### config.mk
export PLATFORM = sky130hd
export DESIGN_NAME = wordser_tx
export DESIGN_NICKNAME = d
export VERILOG_FILES = /design/src/rtl/wordser_pkg.sv /design/src/rtl/wordser_framer.sv /design/src/rtl/wordser_pacer.sv /design/src/rtl/wordser_seq.sv /design/src/rtl/wordser_route.sv /design/src/rtl/wordser_tx.sv
export SDC_FILE = /design/constraint.sdc
export NUM_CORES = 1
export LEC_CHECK = 0
export BUFFER_PORTS_ARGS = -buffer_cell sky130_fd_sc_hd__buf_2
export CAP_MARGIN = 20
export CORE_MARGIN = 1
export CORE_UTILIZATION = 40
export CTS_BUF_LIST = sky130_fd_sc_hd__clkbuf_4 sky130_fd_sc_hd__clkbuf_8
export CTS_CLUSTER_DIAMETER = 60
export DETAILED_ROUTE_END_ITERATION = 6
export GPL_TIMING_DRIVEN = 0
export PLACE_DENSITY = 0.69
export RECOVER_POWER = 25
export SKIP_LAST_GASP = 1
export SYNTH_ARGS = -nofsm -noshare
export SYNTH_HDL_FRONTEND = slang
export SYNTH_SLANG_ARGS = --single-unit
export TNS_END_PERCENT = 100
### constraint.sdc
create_clock -name clk -period 2.5 [get_ports clk]
set_input_delay 0.625 -clock clk [delete_from_list [all_inputs] [get_ports clk]]
set_output_delay 0.625 -clock clk [all_outputs]
set_load 0.01 [all_outputs]
### src/rtl/wordser_pkg.sv
package wordser_pkg;

  typedef enum logic [1:0] {
    SEQ_IDLE = 2'd0,
    SEQ_DATA = 2'd1,
    SEQ_GAP  = 2'd2
  } seq_state_t;

  // Value of the final bit that gives the chosen total count of ones,
  // given the reduction XOR of all other bits.
  function automatic logic parity_fill(input logic rest_xor, input logic want_even);
    return rest_xor ^ ~want_even;
  endfunction

endpackage

### src/rtl/wordser_framer.sv
module wordser_framer #(
  parameter int WORD_W  = 32,
  parameter int LABEL_W = 8
) (
  input  logic [WORD_W-1:0] word,
  input  logic              par_en,
  input  logic              par_even,
  output logic [WORD_W-1:0] frame
);
  import wordser_pkg::*;

  localparam int BODY_LO = LABEL_W;
  localparam int LAST    = WORD_W - 1;

  logic fill;
  assign fill = parity_fill(^word[LAST-1:0], par_even);

  // frame[0] leaves first: label reversed, body in order, final bit last
  for (genvar i = 0; i < LABEL_W; i++) begin : g_label
    assign frame[i] = word[LABEL_W-1-i];
  end

  for (genvar i = BODY_LO; i < LAST; i++) begin : g_body
    assign frame[i] = word[i];
  end

  assign frame[LAST] = par_en ? fill : word[LAST];

endmodule

### src/rtl/wordser_pacer.sv
module wordser_pacer #(
  parameter int DIV_FAST = 10,
  parameter int DIV_SLOW = 80
) (
  input  logic clk,
  input  logic rst_n,
  input  logic restart,
  input  logic slow_in,
  output logic tick
);
  localparam int CW = $clog2(DIV_SLOW);

  logic [CW-1:0] cnt;
  logic [CW-1:0] lim;
  logic          slow_q;

  assign lim  = slow_q ? CW'(DIV_SLOW - 1) : CW'(DIV_FAST - 1);
  assign tick = (cnt == lim) && !restart;

  always_ff @(posedge clk or negedge rst_n) begin
    if (!rst_n) begin
      cnt    <= '0;
      slow_q <= 1'b0;
    end else if (restart) begin
      cnt    <= '0;
      slow_q <= slow_in;
    end else if (cnt == lim) begin
      cnt <= '0;
    end else begin
      cnt <= cnt + 1'b1;
    end
  end

endmodule

### src/rtl/wordser_seq.sv
module wordser_seq #(
  parameter int WORD_W   = 32,
  parameter int GAP_BITS = 4
) (
  input  logic              clk,
  input  logic              rst_n,
  input  logic              in_valid,
  output logic              in_ready,
  input  logic [WORD_W-1:0] frame,
  input  logic              tick,
  output logic              restart,
  output logic              ser_bit,
  output logic              ser_stb
);
  import wordser_pkg::*;

  localparam int SLOTS = WORD_W + GAP_BITS;
  localparam int SW    = $clog2(SLOTS);

  seq_state_t        state;
  logic [SW-1:0]     slot;
  logic [WORD_W-1:0] shreg;
  logic              accept;

  assign in_ready = (state == SEQ_IDLE);
  assign accept   = in_valid && in_ready;
  assign restart  = accept;

  always_ff @(posedge clk or negedge rst_n) begin
    if (!rst_n) begin
      state   <= SEQ_IDLE;
      slot    <= '0;
      shreg   <= '0;
      ser_bit <= 1'b0;
      ser_stb <= 1'b0;
    end else begin
      ser_stb <= 1'b0;
      unique case (state)
        SEQ_IDLE: begin
          if (accept) begin
            shreg   <= frame >> 1;
            ser_bit <= frame[0];
            ser_stb <= 1'b1;
            slot    <= '0;
            state   <= SEQ_DATA;
          end
        end
        SEQ_DATA: begin
          if (tick) begin
            slot <= slot + 1'b1;
            if (slot == SW'(WORD_W - 1)) begin
              ser_bit <= 1'b0;
              state   <= SEQ_GAP;
            end else begin
              ser_bit <= shreg[0];
              shreg   <= shreg >> 1;
              ser_stb <= 1'b1;
            end
          end
        end
        SEQ_GAP: begin
          if (tick) begin
            if (slot == SW'(SLOTS - 1)) begin
              slot  <= '0;
              state <= SEQ_IDLE;
            end else begin
              slot <= slot + 1'b1;
            end
          end
        end
        default: state <= SEQ_IDLE;
      endcase
    end
  end

endmodule

### src/rtl/wordser_route.sv
module wordser_route (
  input  logic normal,
  input  logic ser_bit,
  input  logic ser_stb,
  output logic line_data,
  output logic line_stb,
  output logic loop_data,
  output logic loop_stb
);
  assign line_data = ser_bit &  normal;
  assign line_stb  = ser_stb &  normal;
  assign loop_data = ser_bit & ~normal;
  assign loop_stb  = ser_stb & ~normal;
endmodule

### src/rtl/wordser_tx.sv
module wordser_tx #(
  parameter int WORD_W   = 32,
  parameter int LABEL_W  = 8,
  parameter int DIV_FAST = 10,
  parameter int DIV_SLOW = 80,
  parameter int GAP_BITS = 4
) (
  input  logic              clk,
  input  logic              rst_n,
  input  logic              in_valid,
  output logic              in_ready,
  input  logic [WORD_W-1:0] in_data,
  input  logic              cfg_slow,
  input  logic              cfg_par_en,
  input  logic              cfg_par_even,
  input  logic              cfg_normal,
  output logic              line_data,
  output logic              line_stb,
  output logic              loop_data,
  output logic              loop_stb
);
  logic [WORD_W-1:0] frame;
  logic              tick;
  logic              restart;
  logic              ser_bit;
  logic              ser_stb;

  wordser_framer #(.WORD_W(WORD_W), .LABEL_W(LABEL_W)) u_framer (
    .word     (in_data),
    .par_en   (cfg_par_en),
    .par_even (cfg_par_even),
    .frame    (frame)
  );

  wordser_pacer #(.DIV_FAST(DIV_FAST), .DIV_SLOW(DIV_SLOW)) u_pacer (
    .clk     (clk),
    .rst_n   (rst_n),
    .restart (restart),
    .slow_in (cfg_slow),
    .tick    (tick)
  );

  wordser_seq #(.WORD_W(WORD_W), .GAP_BITS(GAP_BITS)) u_seq (
    .clk      (clk),
    .rst_n    (rst_n),
    .in_valid (in_valid),
    .in_ready (in_ready),
    .frame    (frame),
    .tick     (tick),
    .restart  (restart),
    .ser_bit  (ser_bit),
    .ser_stb  (ser_stb)
  );

  wordser_route u_route (
    .normal    (cfg_normal),
    .ser_bit   (ser_bit),
    .ser_stb   (ser_stb),
    .line_data (line_data),
    .line_stb  (line_stb),
    .loop_data (loop_data),
    .loop_stb  (loop_stb)
  );

endmodule

==> impl_metrics.csv, run 1 <==
group,metric,value,unit
outcome,status,"complete, but fails checks",
outcome,violations,"DRC",
cts,tritoncts,"yes",
hold_path,hp-class,"in2async",
cells_and_area,seq_area,0.00123,mm²
global_routing,overflow,0,
yosys,synth_seq_area_share,0.451,
power_and_ir_drop,vdd_drop_max,0.000433,V
floorplan,start_util,0.421,
cts,ctsHoldBuffers,0,
floorplan,ios,44,
cells_and_area,layout.nets,371,
drt,detail_route.iter0.violations,65,
cts,clock_latency,0.30,ns
timing,setup_tns,0,ns
cts,cts_setup_buffers,0,
yosys,synth_edf_count,0,
worst_setup_path,critical-path-max-stage-delay,0.42,ns
power_and_ir_drop,p_leak,1.35,nW
cells_and_area,finish.instance_area,0.00314,mm²
timing,worst_slack,0.420,ns
cts,cts_resized,0,
drt,finalWirelength,5160,µm
yosys,ys_seq_elements,49,
power_and_ir_drop,power.total,3.38,mW
global_routing,grt_max_degree,31,
yosys,synth.cell_area,0.00272,mm²
timing,finalSetupViolCount,0,
yosys,synth.net_count,320,
worst_setup_path,slowest_stage,"dfrtp_1",
cells_and_area,multi_input_area,0.00142,mm²
placed_design,placedInstanceArea,0.00305,mm²
timing,tightest_slew,1.08,ns
cts,cts_buffers,5,
worst_setup_path,critical_path_buf_inv_count,3,
cts,htreeDepth,2,
placed_design,place_congestion,0.758,
yosys,synth_most_common_cell,"dfrtp_1",
power_and_ir_drop,powerDensity,1080,mW/mm²
timing,rsz0062_at_grt,"no",
global_routing,antenna_found_initial,0,
yosys,ys.flop_type,"dfrtp_1",
floorplan,fp-row-count,29,
timing,hold_violations,0,
placed_design,port_buffers,43,
global_routing,grt_pass1_vias,2125,
drt,vias_per_cell,5.02,
cts,cts_buffer_depth,2,
cts,clkTransAtPathRegs,0.09,ns
timing,final_max_slew_viol_count,0,
cts,root_buffer,"clkbuf_8",
floorplan,dieHeight,84.4,µm
global_routing,track_usage,0.159,
timing,period_minus_slack,2.08,ns
yosys,synth-async-reset-ratio,1.00,
drt,vias,2023,
timing,fmax,481,MHz
timing,max_slew_margin,0.283,
cells_and_area,area_growth,15.5,%
flow_run,maxCapViolCount,0,
cells_and_area,drive_gt1_frac,0.193,
drt,wl_per_cell,12.8,µm
yosys,postSynthCellCount,274,
worst_setup_path,critical_path_class,"reg2reg",
floorplan,die_area,0.00713,mm²
worst_setup_path,critical_path.cell_chain,"inv_1 > ha_1 > buf_2 > o21ai_0 > o22ai_2 > clkbuf_1 > a21oi_1",
worst_setup_path,path_max_fanout,10,
worst_setup_path,cp.required,2.67,ns
placed_design,pre_cts_ws,0.408,ns
drt,first_pass_iters,6,
cells_and_area,diodes,0,
worst_setup_path,path_delay_family,"buffers and inverters",
yosys,ys_types,36,
floorplan,die_width,84.4,µm
yosys,synth_commonest_cells,"dfrtp_1, nor2_1, a21oi_1",
yosys,synth.top_cell.area_share,0.451,
yosys,synth_area_leaders,"dfrtp_1, mux2i_1, xnor2_1",
yosys,yosysTopAreaCell,"dfrtp_1",
worst_setup_path,cp.arrival,2.25,ns
floorplan,core,0.00646,mm²
worst_setup_path,cp-end-kind,"register",
placed_design,dp_hpwl,3890,µm
yosys,syn_area_per_cell,9.92,µm²
global_routing,grt_pass1_wl,9290,µm
cts,cts_num_sinks,49,
timing,finalCritPeriodShare,0.832,
yosys,yosys_warnings,0,
drt,drc,4,
cells_and_area,fill_cells,645,
drt,postRouteAntennaNets,0,
worst_setup_path,startpoint_type,"register",
timing,skew,0.00800,ns
[registers in the layout (all words and copies together) (netlist names)]
name / flops
u_seq.ser_stb: 1
u_seq.slot: 6
u_pacer.cnt: 7
u_pacer.slow_q: 1
u_seq.ser_bit: 1
u_seq.shreg: 31
u_seq.state: 2
[logic make-up after synthesis]
kind of cell	share of synthesized area
AO/OA/AOI/OAI	0.118
flip-flops	0.451
multiplexers	0.119
buffers and inverters	0.0272
XOR/XNOR	0.116
AND/OR/NAND/NOR	0.137
adder cells (fa/ha/maj)	0.0322
[layout by cell type, fill, tap and decap left out, drive strengths merged, types with 2 or more instances in the layout]
cell / Yosys / routed
clkbuf: 6 / 15
mux2i: 30 / 30
nor2: 41 / 41
and2: 2 / 2
nor2b: 5 / 5
nand2b: 3 / 3
or2: 3 / 3
nand3: 5 / 5
xnor2: 31 / 31
o21a: 3 / 3
a21oi: 32 / 32
dfrtp: 49 / 49
o31ai: 4 / 4
ha: 7 / 7
buf: 5 / 47
mux2: 2 / 2
o21ai: 9 / 9
xor2: 5 / 5
inv: 7 / 8
nand2: 12 / 12
[cell type report]
type | count | area share
clock inverter | 1 | 0.00279
inverter | 7 | 0.00837
timing repair buffer | 44 | 0.0698
clock buffer | 7 | 0.0307
sequential | 49 | 0.391
tap | 77 | 0.0307
multi-input combinational | 207 | 0.452
buffer | 11 | 0.0152
[metrics by stage]
stage / std cells / hold WS [ns] / util
2_1_floorplan: 274 / 0.329 / -
3_3_place_gp: 394 / 0.474 / 0.469
3_5_place_dp: 395 / 0.481 / 0.472
4_1_cts: 403 / 0.279 / 0.488
5_1_grt: 403 / 0.543 / 0.486
6_report: 403 / 0.488 / 0.486
[path summary, 6_finish.rpt]
path	slack (ns)	endpoint	cells past startpoint	from
worst max-delay path	0.42	u_seq.shreg[21]$_DFFE_PN0P_	7	u_seq.state[1]$_DFFE_PN0P_
worst min-delay path	0.49	u_seq.shreg[22]$_DFFE_PN0P_	1	rst_n
worst max register to register	0.42	u_seq.shreg[21]$_DFFE_PN0P_	7	u_seq.state[1]$_DFFE_PN0P_
worst min register to register	0.49	u_seq.slot[5]$_DFFE_PN0P_	1	u_seq.slot[5]$_DFFE_PN0P_
max in group asynchronous	0.71	u_seq.shreg[1]$_DFFE_PN0P_	2	rst_n
min in group clk	0.49	u_seq.slot[5]$_DFFE_PN0P_	1	u_seq.slot[5]$_DFFE_PN0P_
[power by group]
| part | internal (mW) | switching [mW] |
|---|---|---|
| Clock | 0.256 | 0.268 |
| Combinational | 0.693 | 0.835 |
| Sequential | 1.13 | 0.206 |
[worst register-to-register path: stages, from the launching register on]
cell      delay [ns]
dfrtp_1         0.42
inv_1           0.13
ha_1            0.20
buf_2           0.23
o21ai_0         0.17
o22ai_2         0.27
clkbuf_1        0.41
a21oi_1         0.13
[routing by layer]
metal,up-vias,GRT usage,share of wire
met3,4,0.0275,0.032
met2,37,0.277,0.48
li1,1027,-,-
met1,955,0.206,0.48
met5,-,0,0
met4,0,0.0416,0.0076
Power figures use the tool's default switching activity.
==> inputs of run 2 (changes only) <==
==> constraint.sdc (replaced) <==
create_clock -name clk -period 2.1 [get_ports clk]
set_input_delay 0.525 -clock clk [delete_from_list [all_inputs] [get_ports clk]]
set_output_delay 0.525 -clock clk [all_outputs]
set_load 0.01 [all_outputs]
==> run 2 against run 1 <==
Compared with the run above: final area rose by 0.72%; final cell count is 0.25% higher; sequential cell count unchanged; clock skew about the same; highest routed layer unchanged; the run still ends with DRC left; largest power group unchanged.
==> impl_metrics.csv, run 2 (synthesis results as in run 1) <==
group,metric,value,unit
timing,setup_tns,0,ns
floorplan,core,0.00646,mm²
worst_setup_path,critical_path.cell_chain,"inv_1 > ha_2 > inv_1 > o211ai_2 > a21boi_1 > or2_1 > nor2_1 > mux2_1",
placed_design,place_congestion,0.758,
timing,rsz0062_at_grt,"no",
cts,cts_buffers,5,
timing,finalCritPeriodShare,0.936,
drt,vias_per_cell,5.10,
global_routing,antenna_found_initial,0,
cells_and_area,largest_register_ffs,31,
timing,period_minus_slack,1.97,ns
global_routing,track_usage,0.160,
placed_design,pre_cts_ws,0.00773,ns
drt,finalWirelength,5190,µm
drt,wl_per_cell,12.9,µm
cells_and_area,drive_gt1_frac,0.217,
timing,finalSetupViolCount,0,
cells_and_area,multi_input_area,0.00142,mm²
global_routing,grt_pass1_wl,9320,µm
timing,final_max_slew_viol_count,0,
cts,tritoncts,"yes",
cells_and_area,layout.nets,372,
global_routing,overflow,0,
cts,cts_num_sinks,49,
global_routing,grt_max_degree,31,
drt,drc,4,
drt,postRouteAntennaNets,0,
worst_setup_path,cp.arrival,2.15,ns
floorplan,die_area,0.00713,mm²
floorplan,dieHeight,84.4,µm
timing,skew,0.00764,ns
outcome,status,"complete, but fails checks",
floorplan,fp-row-count,29,
cells_and_area,fill_cells,645,
cts,htreeDepth,2,
cells_and_area,reg.largest.list,"u_seq.shreg x31, u_pacer.cnt x7, u_seq.slot x6",
cells_and_area,diodes,0,
worst_setup_path,slowest_stage,"dfrtp_1",
timing,worst_slack,0.135,ns
worst_setup_path,cp.required,2.29,ns
worst_setup_path,path_max_fanout,6,
worst_setup_path,critical-path-max-stage-delay,0.40,ns
placed_design,dp_hpwl,3890,µm
cells_and_area,instances_no_fill,404,
power_and_ir_drop,powerDensity,1290,mW/mm²
power_and_ir_drop,vdd_drop_max,0.000515,V
worst_setup_path,path_depth,8,
cts,clock_latency,0.30,ns
placed_design,dp_cells,395,
cells_and_area,mostFrequentLayoutCells,"dfrtp_1, buf_2, nor2_1, a21oi_1, xnor2_1",
worst_setup_path,crit_top_cell,"inv_1",
hold_path,hp-class,"in2async",
cells_and_area,layout_commonest_cell,"dfrtp_1",
worst_setup_path,startpoint_type,"register",
floorplan,die_width,84.4,µm
cts,cts_buffer_depth,2,
worst_setup_path,critical_path_buf_inv_count,2,
worst_setup_path,worstRegToRegCells,8,
cts,clkTransAtPathRegs,0.09,ns
worst_setup_path,path_delay_family,"flip-flops",
worst_setup_path,critical_path_class,"reg2reg",
timing,fmax,509,MHz
flow_run,maxCapViolCount,0,
cts,root_buffer,"clkbuf_8",
drt,first_pass_iters,6,
worst_setup_path,cp-end-kind,"register",
timing,hold_violations,0,
timing,max_slew_margin,0.265,
placed_design,port_buffers,43,
cts,ctsHoldBuffers,0,
cells_and_area,top_register,"u_seq.shreg",
cells_and_area,area_growth,16.3,%
drt,detail_route.iter0.violations,70,
timing,hold_ws,0.403,ns
drt,vias,2060,
floorplan,ios,44,
floorplan,start_util,0.421,
outcome,violations,"DRC",
timing,tightest_slew,1.10,ns
power_and_ir_drop,p_leak,1.38,nW
cells_and_area,seq_area,0.00123,mm²
global_routing,grt_pass1_vias,2128,
-- run 2: changes by cell type in the layout (fill, tap and decap cells not counted) --
cell      delta
buf_4        +2
clkbuf_4     +1
buf_2        -2
ha_2         +1
clkbuf_2     +6
clkbuf_1     -6
ha_1         -1
-- run 2: routing by layer --
metal | up-vias | track usage | routed length [µm] | share of wire
met4 | 0 | 0.0416 | 40 | 0.0077
met3 | 4 | 0.0275 | 166 | 0.032
met1 | 983 | 0.208 | 2440 | 0.47
li1 | 1031 | - | - | -
met5 | - | 0 | 0 | 0
met2 | 42 | 0.277 | 2550 | 0.49
-- run 2: path summary, 6_finish.rpt --
kind / startpoint / endpoint / slack, ns
setup / recovery: u_seq.state[0]$_DFFE_PN0P_ / u_seq.state[0]$_DFFE_PN0P_ / 0.13
hold / removal: rst_n / u_seq.shreg[22]$_DFFE_PN0P_ / 0.40
setup reg to reg: u_seq.state[0]$_DFFE_PN0P_ / u_seq.state[0]$_DFFE_PN0P_ / 0.13
hold reg to reg: u_seq.slot[5]$_DFFE_PN0P_ / u_seq.slot[5]$_DFFE_PN0P_ / 0.49
max in group asynchronous: rst_n / u_seq.shreg[1]$_DFFE_PN0P_ / 0.39
min in group clk: in_valid / u_pacer.cnt[0]$_DFF_PN0_ / 0.44
-- run 2: metrics by stage --
| stage | util | total power [mW] | instance area, µm² |
|---|---|---|---|
| final | 0.489 | 4.06 | 3160 |
| after global routing | 0.489 | 4.42 | 3160 |
| after CTS | 0.489 | 4.08 | 3160 |
| after detailed placement | 0.472 | 3.44 | 3050 |
| after global placement | 0.469 | 3.37 | 3030 |
| after floorplan | - | 2.99 | 2720 |
-- run 2: final cells by class --
class,count,share of cell area
inverter,7,0.00831
clock buffer,7,0.0305
tap,77,0.0305
clock inverter,1,0.00277
sequential,49,0.388
timing repair buffer,45,0.0717
multi-input combinational,207,0.449
buffer,11,0.0190
-- run 2: what timing repair did --
| item | CTS | global route |
|---|---|---|
| gates resized for setup | 2 | 12 |
| setup endpoints to repair | 4 | 32 |
| setup buffers | 0 | 1 |
-- run 2: power breakdown --
group	leakage [nW]	internal [mW]	switching, mW	total, mW
sequential	0.578	1.34	0.244	1.58
clock	0.0549	0.305	0.318	0.622
combinational	0.745	0.854	1.00	1.86
==> inputs of run 3 (changes only) <==
--- a/config.mk
+++ b/config.mk
@@ -13,10 +13,11 @@
 export CTS_CLUSTER_DIAMETER = 60
 export DETAILED_ROUTE_END_ITERATION = 6
 export GPL_TIMING_DRIVEN = 0
-export PLACE_DENSITY = 0.69
+export PLACE_DENSITY = 0.68
 export RECOVER_POWER = 25
 export SKIP_LAST_GASP = 1
 export SYNTH_ARGS = -nofsm -noshare
 export SYNTH_HDL_FRONTEND = slang
+export SYNTH_HIERARCHICAL = 1
 export SYNTH_SLANG_ARGS = --single-unit
 export TNS_END_PERCENT = 100
==> run 3 against run 2 <==
Compared with the run above: the run ends with setup timing left; worst setup slack worse by 0.68 ns; global-route usage grew 1.8 points; sequential share of layout area fell by 7.0 points; synthesized cell count up 10%; combinational power increased by 38%; critical path type unchanged; critical endpoint is now u_seq/slot[5]$_DFFE_PN0P_; maximum frequency fell by 26%; final cell count is 16% higher; count of clock-buffer cells in the layout unchanged.
==> impl_metrics.csv, run 3 <==
group,metric,value,unit
outcome,status,"complete, but fails checks",
outcome,violations,"setup timing",
floorplan,fp-row-count,31,
yosys,synth_most_common_cell,"dfrtp_1",
drt,postRouteAntennaNets,0,
power_and_ir_drop,vdd_drop_max,0.000569,V
global_routing,overflow,0,
timing,worst_slack,-0.541,ns
drt,vias_per_cell,4.96,
yosys,synth-async-reset-ratio,1.00,
drt,drc,0,
yosys,postSynthCellCount,302,
drt,vias,2321,
yosys,synth.top_cell.area_share,0.410,
floorplan,ios,44,
worst_setup_path,r2r-end,"u_seq/slot[5]$_DFFE_PN0P_",
worst_setup_path,worstRegToRegCells,7,
timing,hold_violations,0,
floorplan,dieHeight,88.5,µm
yosys,ys_types,42,
cells_and_area,instances_no_fill,468,
yosys,syn_area_per_cell,9.91,µm²
timing,period_minus_slack,2.64,ns
cts,ctsHoldBuffers,0,
cells_and_area,reg.largest.list,"u_seq/shreg x31, u_pacer/cnt x7, u_seq/slot x6",
worst_setup_path,startpoint_type,"register",
yosys,synth_commonest_cells,"dfrtp_1, a21oi_1, nor2_1",
yosys,synth.net_count,348,
cells_and_area,diodes,0,
cts,clock_latency,0.30,ns
hold_path,hp-class,"in2reg",
power_and_ir_drop,powerDensity,1250,mW/mm²
worst_setup_path,startpoint,"u_pacer/cnt[6]$_DFF_PN0_",
yosys,ys.flop_type,"dfrtp_1",
cells_and_area,top_register,"u_seq/shreg",
yosys,yosysTopAreaCell,"dfrtp_1",
floorplan,die_width,88.5,µm
placed_design,dp_hpwl,4190,µm
global_routing,grt_max_degree,27,
cts,root_buffer,"clkbuf_8",
cts,htreeDepth,2,
yosys,synth_seq_area_share,0.410,
drt,wl_per_cell,13.6,µm
placed_design,dp_cells,445,
worst_setup_path,critical_path_class,"reg2reg",
cells_and_area,area_growth,29.0,%
global_routing,track_usage,0.178,
cts,cts_buffers,5,
worst_setup_path,endpoint,"u_seq/slot[5]$_DFFE_PN0P_",
cells_and_area,drive_gt1_frac,0.344,
flow_run,maxCapViolCount,0,
floorplan,die_area,0.00783,mm²
timing,max_slew_margin,0.0752,
yosys,synth.cell_area,0.00299,mm²
cts,tritoncts,"yes",
global_routing,grt_pass1_vias,2348,
floorplan,core,0.00725,mm²
worst_setup_path,cp-end-kind,"register",
timing,final_max_slew_viol_count,0,
cts,clkTransAtPathRegs,0.09,ns
timing,skew,0.00741,ns
placed_design,port_buffers,43,
cells_and_area,largest_register_ffs,31,
timing,rsz0062_at_grt,"yes",
power_and_ir_drop,p_leak,1.71,nW
global_routing,grt_pass1_wl,10800,µm
cells_and_area,layout_commonest_cell,"dfrtp_1",
drt,finalWirelength,6390,µm
worst_setup_path,path_max_fanout,3,
timing,tightest_slew,1.39,ns
worst_setup_path,cp.required,2.32,ns
yosys,synth_area_leaders,"dfrtp_1, mux2i_1, xnor2_1",
cells_and_area,fill_cells,663,
cts,cts_num_sinks,49,
timing,fmax,379,MHz
worst_setup_path,r2r_slack,-0.54,ns
placed_design,place_congestion,0.813,
hold_path,hold-path-cell-count,2,
cells_and_area,fin_util,0.532,
worst_setup_path,cp.arrival,2.86,ns
drt,first_pass_iters,4,
worst_setup_path,reg2reg_from,"u_pacer/cnt[6]$_DFF_PN0_",
timing,finalSetupViolCount,39,
cts,cts_buffer_depth,2,
floorplan,start_util,0.412,
global_routing,antenna_found_initial,0,
timing,finalCritPeriodShare,1.26,
yosys,synth_edf_count,0,
yosys,yosys_warnings,6,
yosys,ys_seq_elements,49,
cells_and_area,mostFrequentLayoutCells,"dfrtp_1, buf_2, buf_4, a21oi_1, nor2_1",
drt,detail_route.iter0.violations,96,
cells_and_area,layout.nets,414,
==> run 3: cell types whose count changed after synthesis, sizes merged, moves of 4 or more <==
cell / before / now
a21oi: 32 / 36
buf: 5 / 37
inv: 7 / 3
nand2: 12 / 8
nor2: 41 / 33
nor3: 0 / 4
==> run 3: worst min path at each step <==
stage	start	to	slack [ns]
5_1_grt	cfg_slow	u_pacer/slow_q$_DFFE_PN0P_	0.44
4_1_cts	rst_n	u_seq/slot[0]$_DFFE_PN0P_	0.23
3_5_place_dp	u_pacer/cnt[0]$_DFF_PN0_	u_pacer/cnt[0]$_DFF_PN0_	0.51
2_1_floorplan	rst_n	u_pacer/cnt[0]$_DFF_PN0_	0.23
6_report	cfg_slow	u_pacer/slow_q$_DFFE_PN0P_	0.45
3_3_place_gp	u_seq/shreg[13]$_DFFE_PN0P_	u_seq/shreg[13]$_DFFE_PN0P_	0.51
==> run 3: cells by family after synthesis <==
kind of cell | count (synthesis) | share of synthesized area
mux | 34 | 0.116
xor+xnor | 37 | 0.108
flops | 49 | 0.410
buf+inv | 47 | 0.101
simple gates | 76 | 0.127
compound gates | 52 | 0.108
fa+ha+maj | 7 | 0.0293
==> run 3: worst max-delay path, stage by stage, from the launching register on <==
cell	delay (ns)
dfrtp_1	0.39
or4_4	0.55
a2111oi_4	0.34
nor2b_4	0.21
o21ba_4	0.17
or3_4	0.37
or4_1	0.40
a22oi_1	0.14
==> run 3: layer usage <==
metal / vias to the layer above / track usage / wire [µm]
li1: 1140 / - / -
met1: 1126 / 0.239 / 2970
met2: 51 / 0.296 / 3130
met3: 4 / 0.0420 / 259
met4: 0 / 0.0337 / 25
met5: - / 0 / 0
==> run 3: timing repair <==
item,4_1_cts,5_1_grt
endpoints found under the setup margin,40,40
resized for setup,24,20
setup buffers,10,1
pin swaps,4,6
gates cloned,4,1
==> run 3: area by class of cell <==
type / instances / area (µm²) / area share
Buffer: 44 / 412 / 0.107
Sequential cell: 49 / 1230 / 0.318
Multi-Input combinational cell: 206 / 1580 / 0.409
Inverter: 3 / 11.3 / 0.00292
Clock inverter: 1 / 30.0 / 0.00778
Timing Repair Buffer: 59 / 388 / 0.100
Tap cell: 99 / 124 / 0.0321
Clock buffer: 7 / 90.1 / 0.0233
==> run 3: power by group <==
part | switching [mW] | leakage [nW] | internal (mW)
sequential | 0.232 | 0.572 | 1.32
combinational | 1.23 | 1.07 | 1.35
clock | 0.319 | 0.0619 | 0.402
==> run 3: through the flow <==
step | instance area [µm²] | power (mW) | setup slack [ns] | hold slack [ns] | setup TNS, ns
2_1_floorplan | 3020 | 3.06 | -0.625 | 0.229 | -14.95
4_1_cts | 3780 | 4.72 | -0.608 | 0.234 | -20.97
3_3_place_gp | 3360 | 3.44 | -0.803 | 0.505 | -29.23
3_5_place_dp | 3380 | 3.50 | -0.798 | 0.508 | -28.81
6_report | 3860 | 4.84 | -0.541 | 0.454 | -16.55
5_1_grt | 3860 | 5.19 | -0.619 | 0.439 | -20.98
